<file path="config.mk">
export PLATFORM = sky130hd
export DESIGN_NAME = sdcmd_engine
export DESIGN_NICKNAME = d
export VERILOG_FILES = /design/src/rtl/sdcmd_pkg.sv /design/src/rtl/sdcmd_clkgen.sv /design/src/rtl/sdcmd_flags.sv /design/src/rtl/sdcmd_fsm.sv /design/src/rtl/sdcmd_engine.sv
export SDC_FILE = /design/constraint.sdc
export NUM_CORES = 1
export LEC_CHECK = 0
export ABC_AREA = 1
export CAP_MARGIN = 20
export CORE_AREA = 3 3 172 174
export DETAILED_ROUTE_END_ITERATION = 7
export DIE_AREA = 0 0 175 177
export PLACE_DENSITY = 0.95
export SLEW_MARGIN = 20
export SYNTH_ARGS = -nofsm -noshare
export SYNTH_HDL_FRONTEND = slang
export SYNTH_SLANG_ARGS = --single-unit
</file>
<file path="constraint.sdc">
create_clock -name clk -period 5.6 [get_ports clk]
set_input_delay 0.84 -clock clk [delete_from_list [all_inputs] [get_ports clk]]
set_output_delay 0.84 -clock clk [all_outputs]
set_load 0.01 [all_outputs]
</file>
<file path="src/rtl/sdcmd_pkg.sv">
package sdcmd_pkg;

  typedef enum logic [1:0] {
    ST_IDLE,
    ST_SEND,
    ST_WAIT,
    ST_RECV
  } cmd_state_e;

  localparam int NUM_FLAGS     = 4;
  localparam int FLAG_SENT     = 0;
  localparam int FLAG_RSP_OK   = 1;
  localparam int FLAG_CRC_FAIL = 2;
  localparam int FLAG_TMO      = 3;

  localparam int CRC_W = 7;

  // One serial step of CRC7, polynomial x^7 + x^3 + 1.
  function automatic logic [CRC_W-1:0] crc7_step(input logic [CRC_W-1:0] c, input logic b);
    logic fb;
    fb = b ^ c[CRC_W-1];
    return {c[CRC_W-2:0], 1'b0} ^ (fb ? 7'h09 : 7'h00);
  endfunction

endpackage

</file>
<file path="src/rtl/sdcmd_clkgen.sv">
module sdcmd_clkgen #(
  parameter int DIV_W = 8
) (
  input  logic             clk,
  input  logic             rst_n,
  input  logic             en_i,
  input  logic             bypass_i,
  input  logic             pwrsave_i,
  input  logic             busy_i,
  input  logic [DIV_W-1:0] div_i,
  output logic             rise_o,
  output logic             fall_o,
  output logic             card_clk_o
);
  localparam int CNT_W = DIV_W + 1;

  logic             run;
  logic [CNT_W-1:0] cnt;
  logic [CNT_W-1:0] period;
  logic [CNT_W-1:0] half;
  logic             clk_q;

  assign run    = en_i && (!pwrsave_i || busy_i);
  assign period = CNT_W'(div_i) + CNT_W'(2);
  assign half   = period >> 1;

  assign fall_o = run && (bypass_i || (cnt == '0));
  assign rise_o = run && (bypass_i || (cnt == half));

  always_ff @(posedge clk or negedge rst_n) begin
    if (!rst_n) begin
      cnt   <= '0;
      clk_q <= 1'b0;
    end else if (!run || bypass_i) begin
      cnt   <= '0;
      clk_q <= 1'b0;
    end else begin
      cnt <= (cnt >= period - CNT_W'(1)) ? '0 : cnt + CNT_W'(1);
      if (fall_o) clk_q <= 1'b0;
      if (rise_o) clk_q <= 1'b1;
    end
  end

  assign card_clk_o = bypass_i ? (clk & run) : clk_q;

  AST_STILL_WHEN_OFF: assert property (@(posedge clk) disable iff (!rst_n)
    !run |=> (!clk_q && cnt == '0));

endmodule

</file>
<file path="src/rtl/sdcmd_flags.sv">
module sdcmd_flags #(
  parameter int N = 4
) (
  input  logic         clk,
  input  logic         rst_n,
  input  logic [N-1:0] set_i,
  input  logic [N-1:0] clr_i,
  output logic [N-1:0] flags_o
);
  import sdcmd_pkg::*;

  logic [N-1:0] flags_q;

  always_ff @(posedge clk or negedge rst_n) begin
    if (!rst_n) flags_q <= '0;
    else        flags_q <= (flags_q & ~clr_i) | set_i;
  end

  assign flags_o = flags_q;

  AST_OK_XOR_FAIL: assert property (@(posedge clk) disable iff (!rst_n)
    !(set_i[FLAG_RSP_OK] && set_i[FLAG_CRC_FAIL]));

  AST_CLEAR_TAKES: assert property (@(posedge clk) disable iff (!rst_n)
    ((clr_i & ~set_i) != '0) |=> ((flags_q & $past(clr_i & ~set_i)) == '0));

  AST_SET_WINS: assert property (@(posedge clk) disable iff (!rst_n)
    (set_i != '0) |=> ((flags_q & $past(set_i)) == $past(set_i)));

endmodule

</file>
<file path="src/rtl/sdcmd_fsm.sv">
module sdcmd_fsm #(
  parameter int IDX_W    = 6,
  parameter int ARG_W    = 32,
  parameter int RSP_W    = 128,
  parameter int TMO_CLKS = 64
) (
  input  logic                  clk,
  input  logic                  rst_n,
  input  logic                  rise_i,
  input  logic                  fall_i,
  input  logic                  cmd_wr_i,
  input  logic [IDX_W+4:0]      cmd_word_i,
  input  logic [ARG_W-1:0]      cmd_arg_i,
  input  logic                  cmd_i,
  output logic                  active_o,
  output logic                  cmd_o,
  output logic                  cmd_oe_o,
  output logic [3:0]            set_o,
  output logic [IDX_W-1:0]      rsp_index_o,
  output logic [RSP_W-1:0]      rsp_data_o
);
  import sdcmd_pkg::*;

  localparam int HDR_W       = 2 + IDX_W + ARG_W;
  localparam int TOK_LEN     = HDR_W + CRC_W + 1;
  localparam int LONG_LEN    = 8 + RSP_W;
  localparam int SHORT_FIRST = 2;
  localparam int LONG_FIRST  = 9;
  localparam int BIT_W       = $clog2(LONG_LEN + 1);
  localparam int TMO_W       = $clog2(TMO_CLKS + 1);
  localparam int EN_POS      = IDX_W + 4;

  function automatic logic [CRC_W-1:0] hdr_crc(input logic [HDR_W-1:0] v);
    logic [CRC_W-1:0] c;
    c = '0;
    for (int i = HDR_W - 1; i >= 0; i--) c = crc7_step(c, v[i]);
    return c;
  endfunction

  cmd_state_e         state;
  logic [TOK_LEN-1:0] tx_sr;
  logic [BIT_W-1:0]   tx_left;
  logic               want_rsp;
  logic               long_q;
  logic [TMO_W-1:0]   tmo;
  logic [BIT_W-1:0]   rx_n;
  logic [CRC_W-1:0]   crc;
  logic [RSP_W-1:0]   rx_sr;
  logic [3:0]         set_q;
  logic               cmd_q;

  logic [IDX_W-1:0]   idx;
  logic [1:0]         rtype;
  logic               start;
  logic [HDR_W-1:0]   hdr;
  logic [BIT_W-1:0]   bit_no;
  logic [BIT_W-1:0]   rx_len;
  logic [BIT_W-1:0]   rx_first;
  logic [RSP_W-1:0]   sr_next;

  assign idx      = cmd_word_i[IDX_W-1:0];
  assign rtype    = cmd_word_i[IDX_W+1:IDX_W];
  assign start    = cmd_wr_i && cmd_word_i[EN_POS] && (state == ST_IDLE);
  assign hdr      = {2'b01, idx, cmd_arg_i};
  assign bit_no   = rx_n + BIT_W'(1);
  assign rx_len   = long_q ? BIT_W'(LONG_LEN) : BIT_W'(TOK_LEN);
  assign rx_first = long_q ? BIT_W'(LONG_FIRST) : BIT_W'(SHORT_FIRST);
  assign sr_next  = {rx_sr[RSP_W-2:0], cmd_i};

  always_ff @(posedge clk or negedge rst_n) begin
    if (!rst_n) begin
      state       <= ST_IDLE;
      tx_sr       <= '0;
      tx_left     <= '0;
      want_rsp    <= 1'b0;
      long_q      <= 1'b0;
      tmo         <= '0;
      rx_n        <= '0;
      crc         <= '0;
      rx_sr       <= '0;
      set_q       <= '0;
      cmd_q       <= 1'b1;
      rsp_index_o <= '0;
      rsp_data_o  <= '0;
    end else begin
      set_q <= '0;
      unique case (state)
        ST_IDLE: begin
          if (start) begin
            tx_sr    <= {hdr, hdr_crc(hdr), 1'b1};
            tx_left  <= BIT_W'(TOK_LEN);
            want_rsp <= rtype[0];
            long_q   <= &rtype;
            state    <= ST_SEND;
          end
        end
        ST_SEND: begin
          if (fall_i) begin
            if (tx_left != '0) begin
              cmd_q   <= tx_sr[TOK_LEN-1];
              tx_sr   <= {tx_sr[TOK_LEN-2:0], 1'b0};
              tx_left <= tx_left - BIT_W'(1);
            end else begin
              cmd_q <= 1'b1;
              if (want_rsp) begin
                state <= ST_WAIT;
                tmo   <= '0;
              end else begin
                state            <= ST_IDLE;
                set_q[FLAG_SENT] <= 1'b1;
              end
            end
          end
        end
        ST_WAIT: begin
          if (rise_i) begin
            if (!cmd_i) begin
              state <= ST_RECV;
              rx_n  <= BIT_W'(1);
              crc   <= '0;
              rx_sr <= '0;
            end else if (tmo == TMO_W'(TMO_CLKS - 1)) begin
              state           <= ST_IDLE;
              set_q[FLAG_TMO] <= 1'b1;
            end else begin
              tmo <= tmo + TMO_W'(1);
            end
          end
        end
        ST_RECV: begin
          if (rise_i) begin
            rx_n  <= bit_no;
            rx_sr <= sr_next;
            if (bit_no == rx_len) begin
              state <= ST_IDLE;
              if (crc == '0) set_q[FLAG_RSP_OK]   <= 1'b1;
              else           set_q[FLAG_CRC_FAIL] <= 1'b1;
              if (long_q) begin
                rsp_index_o <= '1;
                rsp_data_o  <= sr_next;
              end else begin
                rsp_index_o <= sr_next[ARG_W+8+IDX_W-1:ARG_W+8];
                rsp_data_o  <= {sr_next[ARG_W+7:8], {(RSP_W-ARG_W){1'b0}}};
              end
            end else if (bit_no >= rx_first) begin
              crc <= crc7_step(crc, cmd_i);
            end
          end
        end
        default: state <= ST_IDLE;
      endcase
    end
  end

  assign active_o = (state != ST_IDLE);
  assign cmd_oe_o = (state == ST_SEND);
  assign cmd_o    = cmd_q;
  assign set_o    = set_q;

  AST_DRIVE_ON_FALL: assert property (@(posedge clk) disable iff (!rst_n)
    !fall_i |=> $stable(cmd_o));

  AST_TMO_BOUND: assert property (@(posedge clk) disable iff (!rst_n)
    (state == ST_WAIT) |-> (tmo < TMO_W'(TMO_CLKS)));

  AST_BUSY_IGNORES: assert property (@(posedge clk) disable iff (!rst_n)
    (cmd_wr_i && state == ST_SEND && !fall_i) |=> $stable(tx_sr));

endmodule

</file>
<file path="src/rtl/sdcmd_engine.sv">
module sdcmd_engine #(
  parameter int DIV_W    = 8,
  parameter int IDX_W    = 6,
  parameter int ARG_W    = 32,
  parameter int RSP_W    = 128,
  parameter int TMO_CLKS = 64
) (
  input  logic              clk,
  input  logic              rst_n,
  input  logic              cmd_wr,
  input  logic [IDX_W+4:0]  cmd_word,
  input  logic [ARG_W-1:0]  cmd_arg,
  input  logic              clr_wr,
  input  logic [3:0]        clr_bits,
  input  logic [DIV_W-1:0]  div_val,
  input  logic              clk_en,
  input  logic              clk_bypass,
  input  logic              clk_pwrsave,
  output logic              card_clk,
  output logic              cmd_out,
  output logic              cmd_oe,
  input  logic              cmd_in,
  output logic              cmd_active,
  output logic              flag_sent,
  output logic              flag_rsp_ok,
  output logic              flag_crc_fail,
  output logic              flag_timeout,
  output logic [IDX_W-1:0]  rsp_index,
  output logic [RSP_W-1:0]  rsp_data
);
  import sdcmd_pkg::*;

  logic                 rise;
  logic                 fall;
  logic                 active;
  logic [NUM_FLAGS-1:0] set_vec;
  logic [NUM_FLAGS-1:0] flags;
  logic [NUM_FLAGS-1:0] clr_vec;

  assign clr_vec = clr_wr ? clr_bits : '0;

  sdcmd_clkgen #(.DIV_W(DIV_W)) u_clk (
    .clk        (clk),
    .rst_n      (rst_n),
    .en_i       (clk_en),
    .bypass_i   (clk_bypass),
    .pwrsave_i  (clk_pwrsave),
    .busy_i     (active),
    .div_i      (div_val),
    .rise_o     (rise),
    .fall_o     (fall),
    .card_clk_o (card_clk)
  );

  sdcmd_fsm #(
    .IDX_W(IDX_W), .ARG_W(ARG_W), .RSP_W(RSP_W), .TMO_CLKS(TMO_CLKS)
  ) u_fsm (
    .clk         (clk),
    .rst_n       (rst_n),
    .rise_i      (rise),
    .fall_i      (fall),
    .cmd_wr_i    (cmd_wr),
    .cmd_word_i  (cmd_word),
    .cmd_arg_i   (cmd_arg),
    .cmd_i       (cmd_in),
    .active_o    (active),
    .cmd_o       (cmd_out),
    .cmd_oe_o    (cmd_oe),
    .set_o       (set_vec),
    .rsp_index_o (rsp_index),
    .rsp_data_o  (rsp_data)
  );

  sdcmd_flags #(.N(NUM_FLAGS)) u_flags (
    .clk     (clk),
    .rst_n   (rst_n),
    .set_i   (set_vec),
    .clr_i   (clr_vec),
    .flags_o (flags)
  );

  assign cmd_active    = active;
  assign flag_sent     = flags[FLAG_SENT];
  assign flag_rsp_ok   = flags[FLAG_RSP_OK];
  assign flag_crc_fail = flags[FLAG_CRC_FAIL];
  assign flag_timeout  = flags[FLAG_TMO];

  AST_LINE_RELEASED: assert property (@(posedge clk) disable iff (!rst_n)
    !cmd_oe |-> cmd_out);

  AST_ACTIVE_WHILE_DRIVE: assert property (@(posedge clk) disable iff (!rst_n)
    cmd_oe |-> cmd_active);

endmodule

</file>
==> results.toml, run 1 <==
[die]
io_pins = 205
fp.dieH_um = 177
initial_core_util_pct = 60.0
coreArea_sq_um = 27900
dieArea_sq_um = 31000
rows = 61
dieWidth_um = 175

[min_path]
hp-class = "in2async"

[synth]
syn_inst = 1911
synth_common_cells = "452 x nand2_1, 361 x dfrtp_1, 253 x inv_1, 133 x o22ai_1, 104 x nor2_1"
yosys_warnings = 0
synth_area_leaders = "dfrtp_1 54%, nand2_1 10%, inv_1 5.7%"
synth_flop_cell = "dfrtp_1"
ys_async_sr_fraction_pct = 100
yosysSeqAreaShare_pct = 54.1
synth_most_common_cell = "nand2_1"
yosysTopAreaCellShare_pct = 53.9
syn-num-nets = 1996
yosysUniqueCellTypes = 44
ys_ff_latch = 362
synth_edf_count = 0
avgSynthCellArea_sq_um = 8.76
yosysTopAreaCell = "dfrtp_1"
syn_area_sq_um = 16700

[timing]
whs_ns = 0.293
finalSetupViolations = 0
slew_viol_final = 0
setup_tns_ns = 0
hold_violations = 0
layout_setup_ws_ns = 1.04
tightest_slew_ns = 1.10
rsz0062_at_grt = "false"
max_slew_margin_pct = 26.9
finClkSkew_ns = 0.0281

[grt]
grtUsageTotal_pct = 27.0
grt_max_degree = 134
grt_pass1_wl_um = 69100
antenna_found_initial = 1
first_global_vias = 14300
overflow = 0

[drt]
routed_via_density = 5.81
remaining_drc_errors = 0
num_vias = 14400
routed_wl_um = 41800
first_pass_iters = 8
drt_iter0_drc = 1564
ant_nets = 0
wl_per_cell_um = 16.9

[clock_network]
cts_setup_buffers = 0
tritoncts = "done"
clk_pin_slew_worst_paths_ns = 0.06
ctsResizeCount = 0
cts_hold_buffers = 0
clk_latency_ns = 0.63

[cells_and_area]
area_growth_syn_to_layout_pct = 20.8
nFillCells = 1810
nNetsFinal = 2157
multiInputGateArea_sq_um = 6260
final_cells = 2476
final_layout_size_suffix_gt1_share_pct = 7.48
regArea_sq_um = 9060
antenna_cells = 0

[worst_setup_path]
cp_cell_sequence = "clkbuf_16, clkbuf_16, nand2_1, o21ai_0, clkdlybuf4s50_1"
cp_max_fo = 2
start_kind = "clock port"
critical_path.top_delay_family = "buffers and inverters"
required_ns = 4.76
worst_setup_path_end_kind = "output pin"
worst-path-buf-inv = 3
critPathMaxStageDelay_ns = 0.50
cpMaxStageDelayCell = "clkdlybuf4s50_1"
arrival_ns = 3.72
path_class = "clk2out"
critical_path.most_common_cell = "clkbuf_16"

[placed_design]
dp_hpwl_um = 26500
gp_congestion = 0.845
place_ws_ns = 1.06
dp_cells = 2408
port_buffers = 202

[pwr]
fin_total_pwr_uw = 9250
power.share.combinational_pct = 33.0
internal_power_uw = 5850
clkPwrFrac_pct = 27.5
p_leak_uw = 0.00943
power.switching_uw = 3390
p_per_area_nw_per_um2 = 457
switching_share_pct = 36.7
ir_worst_vdd_uv = 355
seqPwrFrac_pct = 39.5

[outcome]
status = "complete, no violations"

[run]
maxCapViolCount = 0
registers in the layout (all words and copies together) (netlist names):
signal             flops
u_fsm.long_q           1
u_fsm.rx_sr          127
u_fsm.want_rsp         1
u_fsm.rsp_data_o     128
u_fsm.state            2
u_clk.clk_q            1
u_flags.flags_o        4
u_fsm.tx_sr           48
u_fsm.rx_n             8
u_fsm.set_o            4
u_fsm.tx_left          8
u_fsm.tmo              7
u_fsm.cmd_o            1
u_fsm.rsp_index_o      6
u_clk.cnt              9
u_fsm.crc              7
path summary, 6_finish.rpt:
path / start / endpoint / slack, ns / cells after the start
setup / recovery: clk / card_clk / 1.04 / 5
max in group asynchronous: rst_n / u_fsm.long_q / 3.91 / 2
hold / removal: rst_n / u_fsm.rsp_data_o[73] / 0.29 / 1
setup reg to reg: u_fsm.long_q / u_fsm.rsp_data_o[15] / 2.16 / 9
min in group clk: u_fsm.set_o[2] / u_flags.flags_o[2] / 0.41 / 1
hold reg to reg: u_fsm.set_o[2] / u_flags.flags_o[2] / 0.41 / 1
kinds of logic (layout without fill, tap and decap cells):
family | Yosys count | in the layout | synth area share, %
compound gates | 418 | 418 | 15.8
simple gates | 717 | 717 | 18.1
flops | 362 | 362 | 54.1
buf+inv | 362 | 549 | 8.67
xor+xnor | 30 | 30 | 1.75
fa+ha+maj | 22 | 22 | 1.64
metal layers:
| layer | global-route usage (%) | routed length, um | vias up |
|---|---|---|---|
| met5 | 0 | 13 | - |
| met1 | 33.9 | 16600 | 6990 |
| met4 | 11.1 | 1320 | 2 |
| met3 | 4.72 | 2940 | 126 |
| met2 | 46.7 | 21000 | 640 |
| li1 | - | - | 6634 |
cell usage in the layout (no fill, tap or decap), drive strengths merged, types with 4 or more instances in the layout:
cell	Yosys	layout
nor4	5	5
nand3b	6	6
nor3	15	15
a21o	4	4
clkdlybuf4s50	0	201
xor2	21	21
nand4	8	8
o21ai	109	109
o31ai	97	97
buf	38	15
inv	265	266
nor2	113	113
dfrtp	361	361
clkinv	0	7
clkbuf	59	58
o22ai	133	133
a21oi	26	26
nand2	488	488
xnor2	9	9
a31oi	39	39
nand3	76	76
ha	22	22
final cells by class:
cell class | count | area share, %
clock buffers | 59 | 5.78
clock inverters | 10 | 0.550
inverters | 265 | 4.95
multi-input cells | 1187 | 30.9
flip-flops and latches | 362 | 44.8
well taps | 378 | 2.34
repair buffers | 215 | 10.7
power groups by stage:
stage	sequential [uW]	clock [uW]	combinational [uW]
3_3_place_gp	3620	7.42	2780
3_5_place_dp	3670	7.42	2970
6_report	3650	2540	3050
2_1_floorplan	3610	3.58	2110
4_1_cts	3640	2580	3030
5_1_grt	3710	2700	3440
metrics by stage:
| stage | area [sq um] | util, % |
|---|---|---|
| after floorplan | 16700 | - |
| after global placement | 19000 | 67.9 |
| after detailed placement | 19000 | 67.9 |
| after CTS | 20200 | 72.4 |
| after global routing | 20200 | 72.4 |
| final | 20200 | 72.4 |
Power figures use the tool's default switching activity.
==> run 2: changes to the inputs <==
--- a/config.mk
+++ b/config.mk
@@ -7,10 +7,10 @@
 export LEC_CHECK = 0
 export ABC_AREA = 1
 export CAP_MARGIN = 20
-export CORE_AREA = 3 3 172 174
+export CORE_AREA = 3 3 186 188
 export DETAILED_ROUTE_END_ITERATION = 7
-export DIE_AREA = 0 0 175 177
-export PLACE_DENSITY = 0.95
+export DIE_AREA = 0 0 189 191
+export PLACE_DENSITY = 0.88
 export SLEW_MARGIN = 20
 export SYNTH_ARGS = -nofsm -noshare
 export SYNTH_HDL_FRONTEND = slang
==> constraint.sdc (replaced) <==
create_clock -name clk -period 3.8 [get_ports clk]
set_input_delay 0.57 -clock clk [delete_from_list [all_inputs] [get_ports clk]]
set_output_delay 0.57 -clock clk [all_outputs]
set_load 0.01 [all_outputs]
==> run 2 against run 1 <==
Compared with the run above:
- global-route usage down 5.3 points
- first-iteration DRC count shrank 35%
- final area increased by 1.3%
- clock power up 44%
- core utilization fell by 11 points
- largest cell class unchanged
- non-clock buffer count up 12
- sequential share of layout area is 0.56 points lower
- power is 46% higher
- the run now ends with hold timing left
- wire length decreased by 5.7%
==> results.toml, run 2 (synthesis gave the netlist of run 1 again) <==
[clock_network]
ctsResizeCount = 0
tritoncts = "done"
clk_latency_ns = 0.64
cts_hold_buffers = 0
cts_setup_buffers = 0
clk_pin_slew_worst_paths_ns = 0.06

[cells_and_area]
multiInputGateArea_sq_um = 6250
reg_top3 = "u_fsm.rsp_data_o (128), u_fsm.rx_sr (127), u_fsm.tx_sr (48)"
most-common-layout-cells = "452 x nand2_1, 360 x dfrtp_1, 252 x inv_1, 201 x clkdlybuf4s50_1, 133 x o22ai_1"
area_growth_syn_to_layout_pct = 22.4
regMostFlops = "u_fsm.rsp_data_o"
final_cells = 2560
nNetsFinal = 2171
regArea_sq_um = 9060
final_core_util_pct = 61.6
nFillCells = 2568
largest_register_ffs = 128
layout_commonest_cell = "nand2_1"
final_area_sq_um = 20500
final_layout_size_suffix_gt1_share_pct = 7.82

[placed_design]
gp_congestion = 0.870
port_buffers = 202
dp_cells = 2490
place_area_sq_um = 19200
dp_hpwl_um = 26400

[timing]
slew_viol_final = 0
tightest_slew_ns = 1.13
whs_ns = -0.0121
finClkSkew_ns = 0.0268
setup_tns_ns = 0
rsz0062_at_grt = "false"
max_slew_margin_pct = 24.5
finalSetupViolations = 0
hold_violations = 8

[grt]
first_global_vias = 13700
grt_max_degree = 117
overflow = 0
grtUsageTotal_pct = 21.7
antenna_found_initial = 1
grt_pass1_wl_um = 65800

[worst_setup_path]
path_class = "clk2out"
cp_cell_sequence = "clkbuf_16, clkbuf_16, nand2_1, o21ai_0, clkdlybuf4s50_1"
required_ns = 3.23
arrival_ns = 2.76
worst-path-buf-inv = 3
critical_path.top_delay_family = "buffers and inverters"
cpMaxStageDelayCell = "clkdlybuf4s50_1"
r2r-start = "u_fsm.state[1]"
worst_setup_path_end_kind = "output pin"
r2r_setup_slack_ns = 0.73
critical_path.most_common_cell = "clkbuf_16"
rr_worst_depth = 12
r2r_end = "u_fsm.tx_left[7]"
cp_max_fo = 2
critPathMaxStageDelay_ns = 0.48
start_kind = "clock port"

[pwr]
p_per_area_nw_per_um2 = 660
p_leak_uw = 0.00950
ir_worst_vdd_uv = 471

[drt]
first_pass_iters = 5
num_vias = 14000
wl_per_cell_um = 15.4
ant_nets = 0
routed_wl_um = 39400
routed_via_density = 5.47
drt_iter0_drc = 1017
remaining_drc_errors = 0

[die]
io_pins = 205
dieWidth_um = 189
dieArea_sq_um = 36100
rows = 67
initial_core_util_pct = 50.3
fp.dieH_um = 191
coreArea_sq_um = 33300

[min_path]
hp-class = "in2async"

[outcome]
violations = "hold timing"
status = "finished with violations"

[run]
maxCapViolCount = 0
[run 2: cell count changes in the layout (fill, tap and decap cells not counted), sizes merged]
cell,change
buf,+12
clkbuf,+5
bufinv,-2
inv,-2
clkinv,-1
clkinvlp,+1
diode,+1
[run 2: metal layers]
metal / vias to the layer above / track usage (%) / routed length, um
met1: 6745 / 27.2 / 16200
met4: 2 / 6.85 / 790
met5: - / 0 / 9
met2: 496 / 38.5 / 19800
met3: 73 / 3.74 / 2580
li1: 6681 / - / -
[run 2: per-stage QoR]
step,power [uW],setup slack (ns)
after floorplan,8440,1.15
after global placement,9550,0.260
after detailed placement,9840,0.140
after CTS,13600,0.459
after global routing,14400,0.411
final,13500,0.474
[run 2: worst register-to-register path, delay by kind of cell (launching register included)]
family / cells / cell delay [ns]
buffers and inverters: 4 / 0.88
DFF: 1 / 0.45
and+or+nand+nor: 7 / 1.56
AOI/OAI and AO/OA: 1 / 0.12
[run 2: worst max-delay path by stage]
stage | from | to | slack, ns | depth (start not counted)
2_1_floorplan | clk | card_clk | 1.15 | 2
3_3_place_gp | div_val[1] | u_fsm.rsp_data_o[95] | 0.26 | 15
3_5_place_dp | div_val[1] | u_fsm.rsp_data_o[66] | 0.14 | 14
4_1_cts | clk | card_clk | 0.46 | 5
5_1_grt | clk | card_clk | 0.41 | 5
6_report | clk | card_clk | 0.47 | 5
[run 2: power breakdown]
group	leakage (uW)	internal [uW]	total, uW	switching [uW]
clock	0.000618	2180	3670	1490
combinational	0.00403	1580	4500	2920
sequential	0.00486	4860	5350	493
[run 2: final cells by class]
| cell class | instances | area share [%] |
|---|---|---|
| flip-flops and latches | 362 | 44.2 |
| multi-input cells | 1187 | 30.5 |
| repair buffers | 227 | 11.5 |
| clock buffers | 64 | 5.90 |
| inverters | 265 | 4.88 |
| well taps | 448 | 2.74 |
| clock inverters | 6 | 0.269 |
| diodes | 1 | 0.0122 |
